## src/rtl/gpio_irq_pkg.sv

```systemverilog
package gpio_irq_pkg;

    // Register port address width and the register decode.
    localparam int unsigned REG_ADDR_W = 3;

    typedef enum logic [REG_ADDR_W-1:0] {
        REG_DIR    = 3'd0,
        REG_ENABLE = 3'd1,
        REG_MODE   = 3'd2,
        REG_POL    = 3'd3,
        REG_STATUS = 3'd4,
        REG_PINS   = 3'd5
    } gpio_reg_e;

    // Per-pin trigger configuration that the detector consumes.
    typedef struct packed {
        logic is_output;
        logic level;
        logic invert;
    } pin_cfg_t;

    // Trigger kind: {level, invert}.
    typedef enum logic [1:0] {
        TRIG_RISE = 2'b00,
        TRIG_FALL = 2'b01,
        TRIG_HIGH = 2'b10,
        TRIG_LOW  = 2'b11
    } trig_e;

    function automatic trig_e trig_of(input pin_cfg_t c);
        return trig_e'({c.level, c.invert});
    endfunction

    function automatic logic trig_hit(input trig_e t, input logic now, input logic was);
        logic hit;
        case (t)
            TRIG_RISE: hit = now & ~was;
            TRIG_FALL: hit = ~now & was;
            TRIG_HIGH: hit = now;
            TRIG_LOW:  hit = ~now;
            default:   hit = 1'b0;
        endcase
        return hit;
    endfunction

endpackage

```

## src/rtl/gpio_irq_sync.sv

```systemverilog
module gpio_irq_sync #(
    parameter int unsigned WIDTH  = 32,
    parameter int unsigned STAGES = 2
) (
    input  logic             clk_i,
    input  logic             rst_i,
    input  logic [WIDTH-1:0] d_i,
    output logic [WIDTH-1:0] q_o
);
    localparam int unsigned LAST = STAGES - 1;

    logic [WIDTH-1:0] chain [STAGES];

    always_ff @(posedge clk_i) begin
        if (rst_i) chain[0] <= '0;
        else       chain[0] <= d_i;
    end

    for (genvar s = 1; s < STAGES; s++) begin : g_stage
        always_ff @(posedge clk_i) begin
            if (rst_i) chain[s] <= '0;
            else       chain[s] <= chain[s-1];
        end
    end

    assign q_o = chain[LAST];
endmodule

```

## src/rtl/gpio_irq_regs.sv

```systemverilog
module gpio_irq_regs
    import gpio_irq_pkg::*;
#(
    parameter int unsigned NPINS = 32
) (
    input  logic                  clk_i,
    input  logic                  rst_i,
    input  logic                  wr_i,
    input  logic [REG_ADDR_W-1:0] addr_i,
    input  logic [NPINS-1:0]      wdata_i,
    output logic [NPINS-1:0]      dir_o,
    output logic [NPINS-1:0]      en_o,
    output logic [NPINS-1:0]      mode_o,
    output logic [NPINS-1:0]      pol_o,
    output pin_cfg_t [NPINS-1:0]  cfg_o
);
    logic [NPINS-1:0] dir_q, en_q, mode_q, pol_q;
    gpio_reg_e        sel;

    assign sel = gpio_reg_e'(addr_i);

    always_ff @(posedge clk_i) begin
        if (rst_i) begin
            dir_q  <= '0;
            en_q   <= '0;
            mode_q <= '0;
            pol_q  <= '0;
        end else if (wr_i) begin
            case (sel)
                REG_DIR:    dir_q  <= wdata_i;
                REG_ENABLE: en_q   <= wdata_i;
                REG_MODE:   mode_q <= wdata_i;
                REG_POL:    pol_q  <= wdata_i;
                default:    ;
            endcase
        end
    end

    for (genvar p = 0; p < NPINS; p++) begin : g_cfg
        assign cfg_o[p] = '{is_output: dir_q[p], level: mode_q[p], invert: pol_q[p]};
    end

    assign dir_o  = dir_q;
    assign en_o   = en_q;
    assign mode_o = mode_q;
    assign pol_o  = pol_q;
endmodule

```

## src/rtl/gpio_irq_event.sv

```systemverilog
module gpio_irq_event
    import gpio_irq_pkg::*;
#(
    parameter int unsigned NPINS = 32
) (
    input  logic                 clk_i,
    input  logic                 rst_i,
    input  logic [NPINS-1:0]     level_i,
    input  pin_cfg_t [NPINS-1:0] cfg_i,
    output logic [NPINS-1:0]     hit_o
);
    logic [NPINS-1:0] prev_q;

    always_ff @(posedge clk_i) begin
        if (rst_i) prev_q <= '0;
        else       prev_q <= level_i;
    end

    for (genvar p = 0; p < NPINS; p++) begin : g_pin
        trig_e kind;
        assign kind     = trig_of(cfg_i[p]);
        assign hit_o[p] = ~cfg_i[p].is_output & trig_hit(kind, level_i[p], prev_q[p]);
    end
endmodule

```

## src/rtl/gpio_irq_status.sv

```systemverilog
module gpio_irq_status #(
    parameter int unsigned NPINS = 32
) (
    input  logic             clk_i,
    input  logic             rst_i,
    input  logic [NPINS-1:0] hit_i,
    input  logic             clr_i,
    input  logic [NPINS-1:0] keep_i,
    input  logic [NPINS-1:0] en_i,
    output logic [NPINS-1:0] status_o,
    output logic             irq_o
);
    logic [NPINS-1:0] status_q;
    logic [NPINS-1:0] keep_mask;

    // Zero bits of a clearing write drop their flag; a hit overrides it.
    assign keep_mask = clr_i ? keep_i : '1;

    always_ff @(posedge clk_i) begin
        if (rst_i) status_q <= '0;
        else       status_q <= (status_q & keep_mask) | hit_i;
    end

    assign status_o = status_q;
    assign irq_o    = |(status_q & en_i);
endmodule

```

## src/rtl/gpio_irq_detect.sv

```systemverilog
module gpio_irq_detect
    import gpio_irq_pkg::*;
#(
    parameter int unsigned NPINS       = 32,
    parameter int unsigned SYNC_STAGES = 2
) (
    input  logic                  clk_i,
    input  logic                  rst_i,
    input  logic [NPINS-1:0]      pin_i,
    input  logic                  reg_wr_i,
    input  logic [REG_ADDR_W-1:0] reg_addr_i,
    input  logic [NPINS-1:0]      reg_wdata_i,
    output logic [NPINS-1:0]      reg_rdata_o,
    output logic                  irq_o
);
    logic [NPINS-1:0]     sync_lvl;
    logic [NPINS-1:0]     dir_q, en_q, mode_q, pol_q;
    pin_cfg_t [NPINS-1:0] cfg;
    logic [NPINS-1:0]     hit;
    logic [NPINS-1:0]     status_q;
    logic                 clr_wr;

    assign clr_wr = reg_wr_i && (gpio_reg_e'(reg_addr_i) == REG_STATUS);

    gpio_irq_sync #(.WIDTH(NPINS), .STAGES(SYNC_STAGES)) u_sync (
        .clk_i (clk_i),
        .rst_i (rst_i),
        .d_i   (pin_i),
        .q_o   (sync_lvl)
    );

    gpio_irq_regs #(.NPINS(NPINS)) u_regs (
        .clk_i   (clk_i),
        .rst_i   (rst_i),
        .wr_i    (reg_wr_i),
        .addr_i  (reg_addr_i),
        .wdata_i (reg_wdata_i),
        .dir_o   (dir_q),
        .en_o    (en_q),
        .mode_o  (mode_q),
        .pol_o   (pol_q),
        .cfg_o   (cfg)
    );

    gpio_irq_event #(.NPINS(NPINS)) u_event (
        .clk_i   (clk_i),
        .rst_i   (rst_i),
        .level_i (sync_lvl),
        .cfg_i   (cfg),
        .hit_o   (hit)
    );

    gpio_irq_status #(.NPINS(NPINS)) u_status (
        .clk_i    (clk_i),
        .rst_i    (rst_i),
        .hit_i    (hit),
        .clr_i    (clr_wr),
        .keep_i   (reg_wdata_i),
        .en_i     (en_q),
        .status_o (status_q),
        .irq_o    (irq_o)
    );

    always_comb begin
        case (gpio_reg_e'(reg_addr_i))
            REG_DIR:    reg_rdata_o = dir_q;
            REG_ENABLE: reg_rdata_o = en_q;
            REG_MODE:   reg_rdata_o = mode_q;
            REG_POL:    reg_rdata_o = pol_q;
            REG_STATUS: reg_rdata_o = status_q;
            REG_PINS:   reg_rdata_o = sync_lvl;
            default:    reg_rdata_o = '0;
        endcase
    end
endmodule

```

## config.mk

```make
export PLATFORM = sky130hd
export DESIGN_NAME = gpio_irq_detect
export DESIGN_NICKNAME = d
export VERILOG_FILES = /design/src/rtl/gpio_irq_pkg.sv /design/src/rtl/gpio_irq_sync.sv /design/src/rtl/gpio_irq_regs.sv /design/src/rtl/gpio_irq_event.sv /design/src/rtl/gpio_irq_status.sv /design/src/rtl/gpio_irq_detect.sv
export SDC_FILE = /design/constraint.sdc
export NUM_CORES = 1
export LEC_CHECK = 0
export BUFFER_PORTS_ARGS = -buffer_cell sky130_fd_sc_hd__buf_4
export CELL_PAD_IN_SITES_DETAIL_PLACEMENT = 0
export CELL_PAD_IN_SITES_GLOBAL_PLACEMENT = 1
export CORE_UTILIZATION = 48
export DETAILED_ROUTE_END_ITERATION = 10
export PLACE_DENSITY = 0.83
export SYNTH_ARGS = -nofsm -noshare
export SYNTH_HDL_FRONTEND = slang
export SYNTH_SLANG_ARGS = --single-unit
```

## constraint.sdc

```tcl
create_clock -name clk_i -period 2.4 [get_ports clk_i]
set_clock_uncertainty 0.05 [all_clocks]
set_input_delay 0.24 -clock clk_i [delete_from_list [all_inputs] [get_ports clk_i]]
set_output_delay 0.24 -clock clk_i [all_outputs]
set_load 0.02 [all_outputs]
```

==> flow_summary.json, run 1 <==
{
  "status": "complete, no violations",
  "hold_path_class": "in -> reg",
  "n_fill_cell": 1763,
  "multi_input_area_um2": 4610,
  "core-area_um2": 20500,
  "path_max_fanout": 3,
  "io_pins": 103,
  "syn_inst": 1177,
  "synth_top_area_cell": "dfxtp_1",
  "totalNegativeSetupSlack_ns": 0,
  "routed_via_density": 5.57,
  "dp_hpwl_mm": 16.3,
  "hp-start": "rst_i",
  "drive_gt1_frac": 0.136,
  "leakage_uw": 0.00480,
  "grt_max_degree": 73,
  "wl_per_cell_um": 18.3,
  "drt-pass1-iter-count": 5,
  "worstSkewPairLatency_ns": 0.54,
  "relSlewSlack": 0.652,
  "grt_pass1_wl_mm": 46.3,
  "setup_viol": 0,
  "clkTransAtPathRegs_ns": 0.06,
  "min_period_ns": 2.32,
  "reg2reg_to": "u_status.status_o[16]",
  "cts_buffers": 27,
  "antenna_found_initial": 0,
  "cap_violations": 0,
  "final_util": 0.631,
  "ys_warn_count": 0,
  "synth_seq_area_share": 0.504,
  "synth_cell_type_count": 30,
  "register_area_um2": 5120,
  "r2r-start": "u_regs.pol_o[16]",
  "syn_area_um2": 10200,
  "track_usage": 0.268,
  "reg2regPathDepth": 3,
  "crit_start": "u_status.status_o[30]",
  "cts_buffer_depth": 3,
  "dieArea_um2": 21800,
  "max_freq_mhz": 430,
  "final-hold-violation-count": 0,
  "cp-start-kind": "flop",
  "slew_violations": 0,
  "peakVddDrop_uv": 552,
  "postRouteAntennaNets": 0,
  "die-height_um": 148,
  "area_growth_pct": 27.1,
  "cts_setup_buffers": 0,
  "endpoint": "irq_o",
  "cp_data_required_time_ns": 2.11,
  "finalWeightedCongestion": 0.773,
  "rsz0062_at_grt": "no",
  "nets": 1379,
  "num_antenna_cells": 0,
  "drc": 0,
  "vias": 8907,
  "cts.root.buffer_cell": "clkbuf_16",
  "cts_max_level": 1,
  "clock_sinks": 256,
  "cts_tree": "done",
  "synthTopCellsByArea": "dfxtp_1 (50%), nand2_1 (9.4%), a22oi_1 (8.3%), a21oi_1 (7.8%), nor2b_1 (6.0%)",
  "drt-initial-drc-count": 589,
  "ys_ff_latch": 256,
  "critPathKind": "reg -> out",
  "crit_arrival_ns": 2.03,
  "grt_pass1_vias": 8485,
  "yosysTopAreaCellShare": 0.504,
  "power_density_nw_per_um2": 792,
  "period_share": 0.968,
  "worstMarginPinSlew_ns": 0.522,
  "io_buffers": 102,
  "start_util": 0.496,
  "critPathCaptureType": "output pin",
  "r2r_setup_slack_ns": 1.37,
  "std_cell_rows": 52,
  "layout_common_cells": "nand2_1 (256), dfxtp_1 (256), a21oi_1 (159)",
  "gr-total-overflow": 0,
  "avgSynthCellArea_um2": 8.64,
  "dieWidth_um": 148,
  "synth_fp_nets": 1247,
  "finalWirelength_mm": 29.3
}
metal layers:
layer,up-vias,wire length (um),global-route usage
li1,4281,-,-
met1,4287,13700,0.384
met2,301,13200,0.423
met3,38,1800,0.0401
met4,0,554,0.0691
met5,-,0,0
through the flow:
step	setup slack (ns)	hold slack [ns]	total power [uW]	instances	area [um^2]
floorplan	0.859	0.318	4950	1177	10200
global placement	0.546	0.366	5270	1486	11200
detailed placement	0.537	0.373	5280	1486	11200
CTS	0.0306	0.161	10300	1600	12900
global route	0.00376	0.177	10500	1600	12900
finish	0.0769	0.151	10200	1600	12900
worst min-delay path by stage:
stage	endpoint	slack [ns]	depth (start not counted)
finish	u_sync.chain[1][29]	0.15	2
floorplan	u_sync.chain[0][0]	0.32	1
CTS	u_event.prev_q[1]	0.16	2
global route	u_sync.chain[0][1]	0.18	2
detailed placement	u_sync.chain[1][5]	0.37	1
global placement	u_sync.chain[1][13]	0.37	1
power breakdown:
part / switching [uW] / internal [uW] / leakage, uW
sequential: 115 / 4400 / 0.00209
combinational: 415 / 358 / 0.00219
clock: 1740 / 3210 / 0.000526
synth_stat cells:
master     instances
a21oi_1          159
a22oi_1          113
and3b_1            2
and4b_1            1
buf_1              3
buf_2             30
buf_4              9
clkbuf_1          42
dfxtp_1          256
inv_1             31
nand2_1          256
nand2b_1           1
nand3_1           32
nand4_1            4
nand4b_1           1
nand4bb_1          3
nor2b_1           98
nor3_2             1
nor3b_2            3
nor4b_4            1
nor4bb_1           2
o211ai_1          31
o21ai_0           27
o21ai_1            5
o21ba_2            1
o31ai_1            1
or4_1              1
or4b_1             1
xnor2_1           31
xor2_1            31
layout make-up:
type                    count  area share
clock buffers              35      0.0592
clock inverters            15      0.0237
inverters                  31     0.00900
multi-input cells         806       0.356
flip-flops and latches    256       0.396
well taps                 270      0.0261
repair buffers            187       0.129
timing repair:
item,in CTS,in global routing
hold endpoints to repair,165,0
pin swaps,0,0
hold buffers,64,0
gates resized for setup,1,1
setup endpoints to repair,1,1
state kept, by name, indices dropped and copies added (netlist names):
signal and flops:
u_status.status_o 32, u_regs.en_o 32, u_regs.mode_o 32, u_event.prev_q 32, u_sync.chain 64, u_regs.pol_o 32
u_regs.dir_o 32
cells by family after synthesis:
| logic type | after synthesis | share of synthesized area |
|---|---|---|
| and+or+nand+nor | 407 | 0.191 |
| AOI/OAI and AO/OA | 337 | 0.202 |
| xor gates and xnor gates | 62 | 0.0534 |
| DFF | 256 | 0.504 |
| buffers and inverters | 115 | 0.0495 |
worst max-delay path, cell delays in order (launching register included):
cell and delay (ns):
dfxtp_1 0.32, a22oi_1 0.24, nand4_1 0.16, or4_4 0.59, buf_4 0.18
(Power assumes the default switching activity.)
==> run 2: changes to the inputs <==
Settings changed: BUFFER_PORTS_ARGS -buffer_cell sky130_fd_sc_hd__buf_4 to -buffer_cell sky130_fd_sc_hd__buf_2.
==> run 2 against run 1 <==
Net effect:
- critical path type unchanged
- worst setup slack improved by 0.0080 ns
- maximum frequency increased by 0.35%
- global-route usage grew 0.19 points
- combinational power decreased by 6.2%
- power shrank 8.1%
- non-clock buffer count rose by 1
==> flow_summary.json, run 2 (synthesized netlist as in run 1, its figures left out) <==
{
  "leakage_uw": 0.00465,
  "wl_met2_mm": 12.8,
  "final-hold-violation-count": 0,
  "die-height_um": 148,
  "track_usage": 0.270,
  "slew_violations": 0,
  "io_buffers": 102,
  "io_pins": 103,
  "dr_wl_met3_mm": 2.15,
  "crit_arrival_ns": 2.03,
  "relSlewSlack": 0.626,
  "instances_no_fill": 1600,
  "worstPathCellList": "a22oi_1 -> nand4_1 -> or4_4 -> buf_2",
  "power_density_nw_per_um2": 752,
  "rsz0062_at_grt": "no",
  "worstSkewPairLatency_ns": 0.52,
  "clock_sinks": 256,
  "drt-initial-drc-count": 743,
  "num_antenna_cells": 0,
  "start_util": 0.496,
  "critPathCaptureType": "output pin",
  "status": "complete, no violations",
  "cts_buffer_depth": 3,
  "drc": 0,
  "grt_max_degree": 70,
  "finalWeightedCongestion": 0.798,
  "routed_via_density": 5.52,
  "path_max_fanout": 3,
  "totalNegativeSetupSlack_ns": 0,
  "setup_viol": 0,
  "slowest_stage": "or4_4",
  "layout_common_cells": "nand2_1 (256), dfxtp_1 (256), a21oi_1 (159)",
  "antenna_found_initial": 0,
  "cts_setup_buffers": 0,
  "vias": 8830,
  "max_freq_mhz": 432,
  "cts_tree": "done",
  "dieArea_um2": 21800,
  "cts.root.buffer_cell": "clkbuf_16",
  "std_cell_rows": 52,
  "finalWirelength_mm": 29.2,
  "cp-start-kind": "flop",
  "nets": 1380,
  "postRouteAntennaNets": 0,
  "dr.max_layer_used": "met4",
  "top_register": "u_sync.chain",
  "n_fill_cell": 1801,
  "dp_hpwl_mm": 15.9,
  "gr-total-overflow": 0,
  "crit_path_max_incr_delay_ns": 0.55,
  "wirelength_met1_mm": 13.7,
  "wl_per_cell_um": 18.2,
  "cap_violations": 0,
  "area_growth_pct": 23.0,
  "clkTransAtPathRegs_ns": 0.06,
  "largest_reg_flops": 64,
  "core-area_um2": 20500,
  "peakVddDrop_uv": 621,
  "cts_max_level": 1,
  "cts_buffers": 27,
  "min_period_ns": 2.32,
  "hold_path_class": "in -> reg",
  "dp.cells": 1487,
  "worstMarginPinSlew_ns": 0.560,
  "critPathKind": "reg -> out",
  "period_share": 0.965,
  "grt_pass1_vias": 8426,
  "drt-pass1-iter-count": 7,
  "final_util": 0.610,
  "drive_gt1_frac": 0.132,
  "grt_pass1_wl_mm": 46.4,
  "dieWidth_um": 148,
  "cp_data_required_time_ns": 2.11
}
[run 2: cell count changes in the layout (fill, tap and decap cells not counted)]
cell        change
bufinv_16       -6
clkinvlp_4      +2
inv_6           -1
clkbuf_1        +6
buf_2         +101
clkbuf_8        -3
buf_4         -101
buf_12          +1
clkinv_2        +1
[run 2: worst paths after layout]
kind / start / endpoint / slack (ns) / depth (start not counted)
worst min-delay path: rst_i / u_sync.chain[1][26] / 0.17 / 2
worst min register to register: u_sync.chain[0][4] / u_sync.chain[1][4] / 0.38 / 1
worst max-delay path: u_status.status_o[19] / irq_o / 0.08 / 4
worst max register to register: u_regs.pol_o[23] / u_status.status_o[23] / 1.42 / 3
[run 2: metrics by stage]
step	worst slack [ns]	hold slack (ns)	power, uW	cell area, um^2
3_3_place_gp	0.495	0.367	5230	11000
6_report	0.0850	0.170	9400	12500
4_1_cts	0.0139	0.176	9460	12500
2_1_floorplan	0.859	0.318	4950	10200
5_1_grt	0.0228	0.217	9730	12500
3_5_place_dp	0.502	0.377	5240	11000
[run 2: repair_timing]
action | 4_1_cts | 5_1_grt
resized for setup | 0 | 2
hold endpoints to repair | 160 | 0
hold buffers | 64 | 0
setup endpoints to repair | 0 | 1
[run 2: power by group]
part | switching, uW | internal [uW]
clock | 1670 | 2490
sequential | 116 | 4400
combinational | 409 | 316
total | 2200 | 7200
[run 2: cell type report]
class / instances / area [um^2] / area share
Clock buffer: 38 / 747 / 0.0597
Clock inverter: 11 / 138 / 0.0110
Inverter: 31 / 116 / 0.00930
Multi-Input combinational cell: 806 / 4610 / 0.368
Sequential cell: 256 / 5120 / 0.410
Tap cell: 270 / 338 / 0.0270
Timing Repair Buffer: 188 / 1440 / 0.115
[run 2: critical path: cells and delay by family, from the launching register on]
kind,cells,cell delay [ns]
buffers and inverters,1,0.18
and+or+nand+nor,2,0.68
AOI/OAI and AO/OA,1,0.30
DFF,1,0.34
[run 2: per-layer routing]
metal  up-vias  track usage
li1       4280            -
met1      4151        0.398
met2       356        0.418
met3        43       0.0346
met4         0       0.0680
met5         -            0
==> run 3: changes to the inputs <==
Settings changed: CORE_MARGIN set to 4.
==> run 3 against run 2 <==
Net effect:
- sequential cell count did not move
- non-clock buffer count stayed put
- sequential power about the same
- critical path type unchanged
- global-route usage fell by 3.0 points
- via count up 0.52%
- clock-buffer cell count increased by 2
- combinational power decreased by 0.6%
==> flow_summary.json, run 3 (synthesized netlist as in run 1, its figures left out) <==
{
  "cts_buffers": 27,
  "std_cell_rows": 52,
  "hp-start": "rst_i",
  "dp_hpwl_mm": 16.2,
  "instances_no_fill": 1600,
  "critPathKind": "reg -> out",
  "antenna_found_initial": 0,
  "wl_per_cell_um": 18.3,
  "clock_sinks": 256,
  "min_period_ns": 2.36,
  "critPathCaptureType": "output pin",
  "slew_violations": 0,
  "worstPathCellList": "a22oi_1 -> nand4_1 -> or4_1 -> buf_2",
  "top_register": "u_sync.chain",
  "grt_pass1_wl_mm": 46.4,
  "crit_start": "u_status.status_o[18]",
  "worst-path-buf-inv": 1,
  "period_share": 0.983,
  "worstSkewPairLatency_ns": 0.53,
  "power_density_nw_per_um2": 765,
  "start_util": 0.495,
  "hold_path_class": "in -> reg",
  "largest_reg_flops": 64,
  "r2r-start": "u_regs.pol_o[23]",
  "gr-total-overflow": 0,
  "clkTransAtPathRegs_ns": 0.06,
  "track_usage": 0.241,
  "rsz0062_at_grt": "no",
  "dieWidth_um": 154,
  "relSlewSlack": 0.599,
  "io_pins": 103,
  "drt-initial-drc-count": 741,
  "drc": 0,
  "slowest_stage": "or4_1",
  "grt_pass1_vias": 8393,
  "grt_max_degree": 82,
  "die-height_um": 154,
  "cts_tree": "done",
  "cp-start-kind": "flop",
  "max_freq_mhz": 424,
  "cts.root.buffer_cell": "clkbuf_16",
  "final_cell_area_um2": 12600,
  "drt-pass1-iter-count": 7,
  "setup_viol": 0,
  "dp.cells": 1487,
  "crit_arrival_ns": 2.07,
  "final-hold-violation-count": 0,
  "cap_violations": 0,
  "place_area_um2": 11000,
  "leakage_uw": 0.00469,
  "cp_data_required_time_ns": 2.11,
  "cts_setup_buffers": 0,
  "totalNegativeSetupSlack_ns": 0,
  "nets": 1380,
  "core-area_um2": 20600,
  "vias": 8876,
  "routed_via_density": 5.55,
  "finalWeightedCongestion": 0.789,
  "area_growth_pct": 23.5,
  "postRouteAntennaNets": 0,
  "peakVddDrop_uv": 564,
  "drive_gt1_frac": 0.134,
  "io_buffers": 102,
  "worstMarginPinSlew_ns": 0.601,
  "cts_buffer_depth": 3,
  "path_max_fanout": 3,
  "status": "complete, no violations",
  "layout_common_cells": "nand2_1 (256), dfxtp_1 (256), a21oi_1 (159)",
  "crit_path_max_incr_delay_ns": 0.56,
  "finalWirelength_mm": 29.3,
  "num_antenna_cells": 0,
  "dieArea_um2": 23600,
  "critPathTopFamily": "simple AND/OR/NAND/NOR gates",
  "final_util": 0.611,
  "cts_max_level": 1
}
-- run 3: changes by cell type in the layout (fill, tap and decap cells not counted), moves of 2 or more --
| cell | change |
|---|---|
| a22oi_1 | -2 |
| clkbuf_8 | +4 |
| clkbuf_1 | -2 |
| clkinvlp_4 | -3 |
| a22oi_2 | +2 |
-- run 3: per-layer routing --
layer	up-vias	part of all wire	global-route usage
li1	4281	-	-
met1	4167	0.46	0.368
met2	381	0.44	0.356
met3	47	0.084	0.0377
met4	0	0.020	0.0610
met5	-	0	0
-- run 3: path summary, 6_finish.rpt --
path	cells after the start	to	slack [ns]
setup / recovery	4	irq_o	0.04
hold / removal	2	u_sync.chain[1][26]	0.22
setup reg to reg	3	u_status.status_o[23]	1.42
hold reg to reg	1	u_sync.chain[1][8]	0.38
-- run 3: layout make-up --
| class | instances | area (um^2) |
|---|---|---|
| clock buffers | 40 | 795 |
| clock inverters | 9 | 149 |
| fillers | 1825 | 8000 |
| inverters | 31 | 116 |
| multi-input cells | 806 | 4610 |
| flip-flops and latches | 256 | 5120 |
| well taps | 270 | 338 |
| repair buffers | 188 | 1430 |
-- run 3: what timing repair did --
| action | 4_1_cts | 5_1_grt |
|---|---|---|
| setup endpoints to repair | 0 | 1 |
| gates resized for setup | 0 | 3 |
| hold endpoints to repair | 161 | 0 |
| hold buffers | 64 | 0 |
-- run 3: metrics by stage --
stage,setup slack (ns),total power [uW],hold WS [ns]
after detailed placement,0.498,5240,0.370
after global routing,0.000587,9930,0.258
after floorplan,0.859,4950,0.318
after global placement,0.495,5230,0.366
final,0.0398,9610,0.215
after CTS,0.0272,9680,0.218
-- run 3: power by group --
group          switching (uW)  internal (uW)  total (uW)  leakage, uW
registers                 116           4400        4510      0.00209
logic                     407            314         721      0.00214
clock network            1660           2710        4380     0.000467
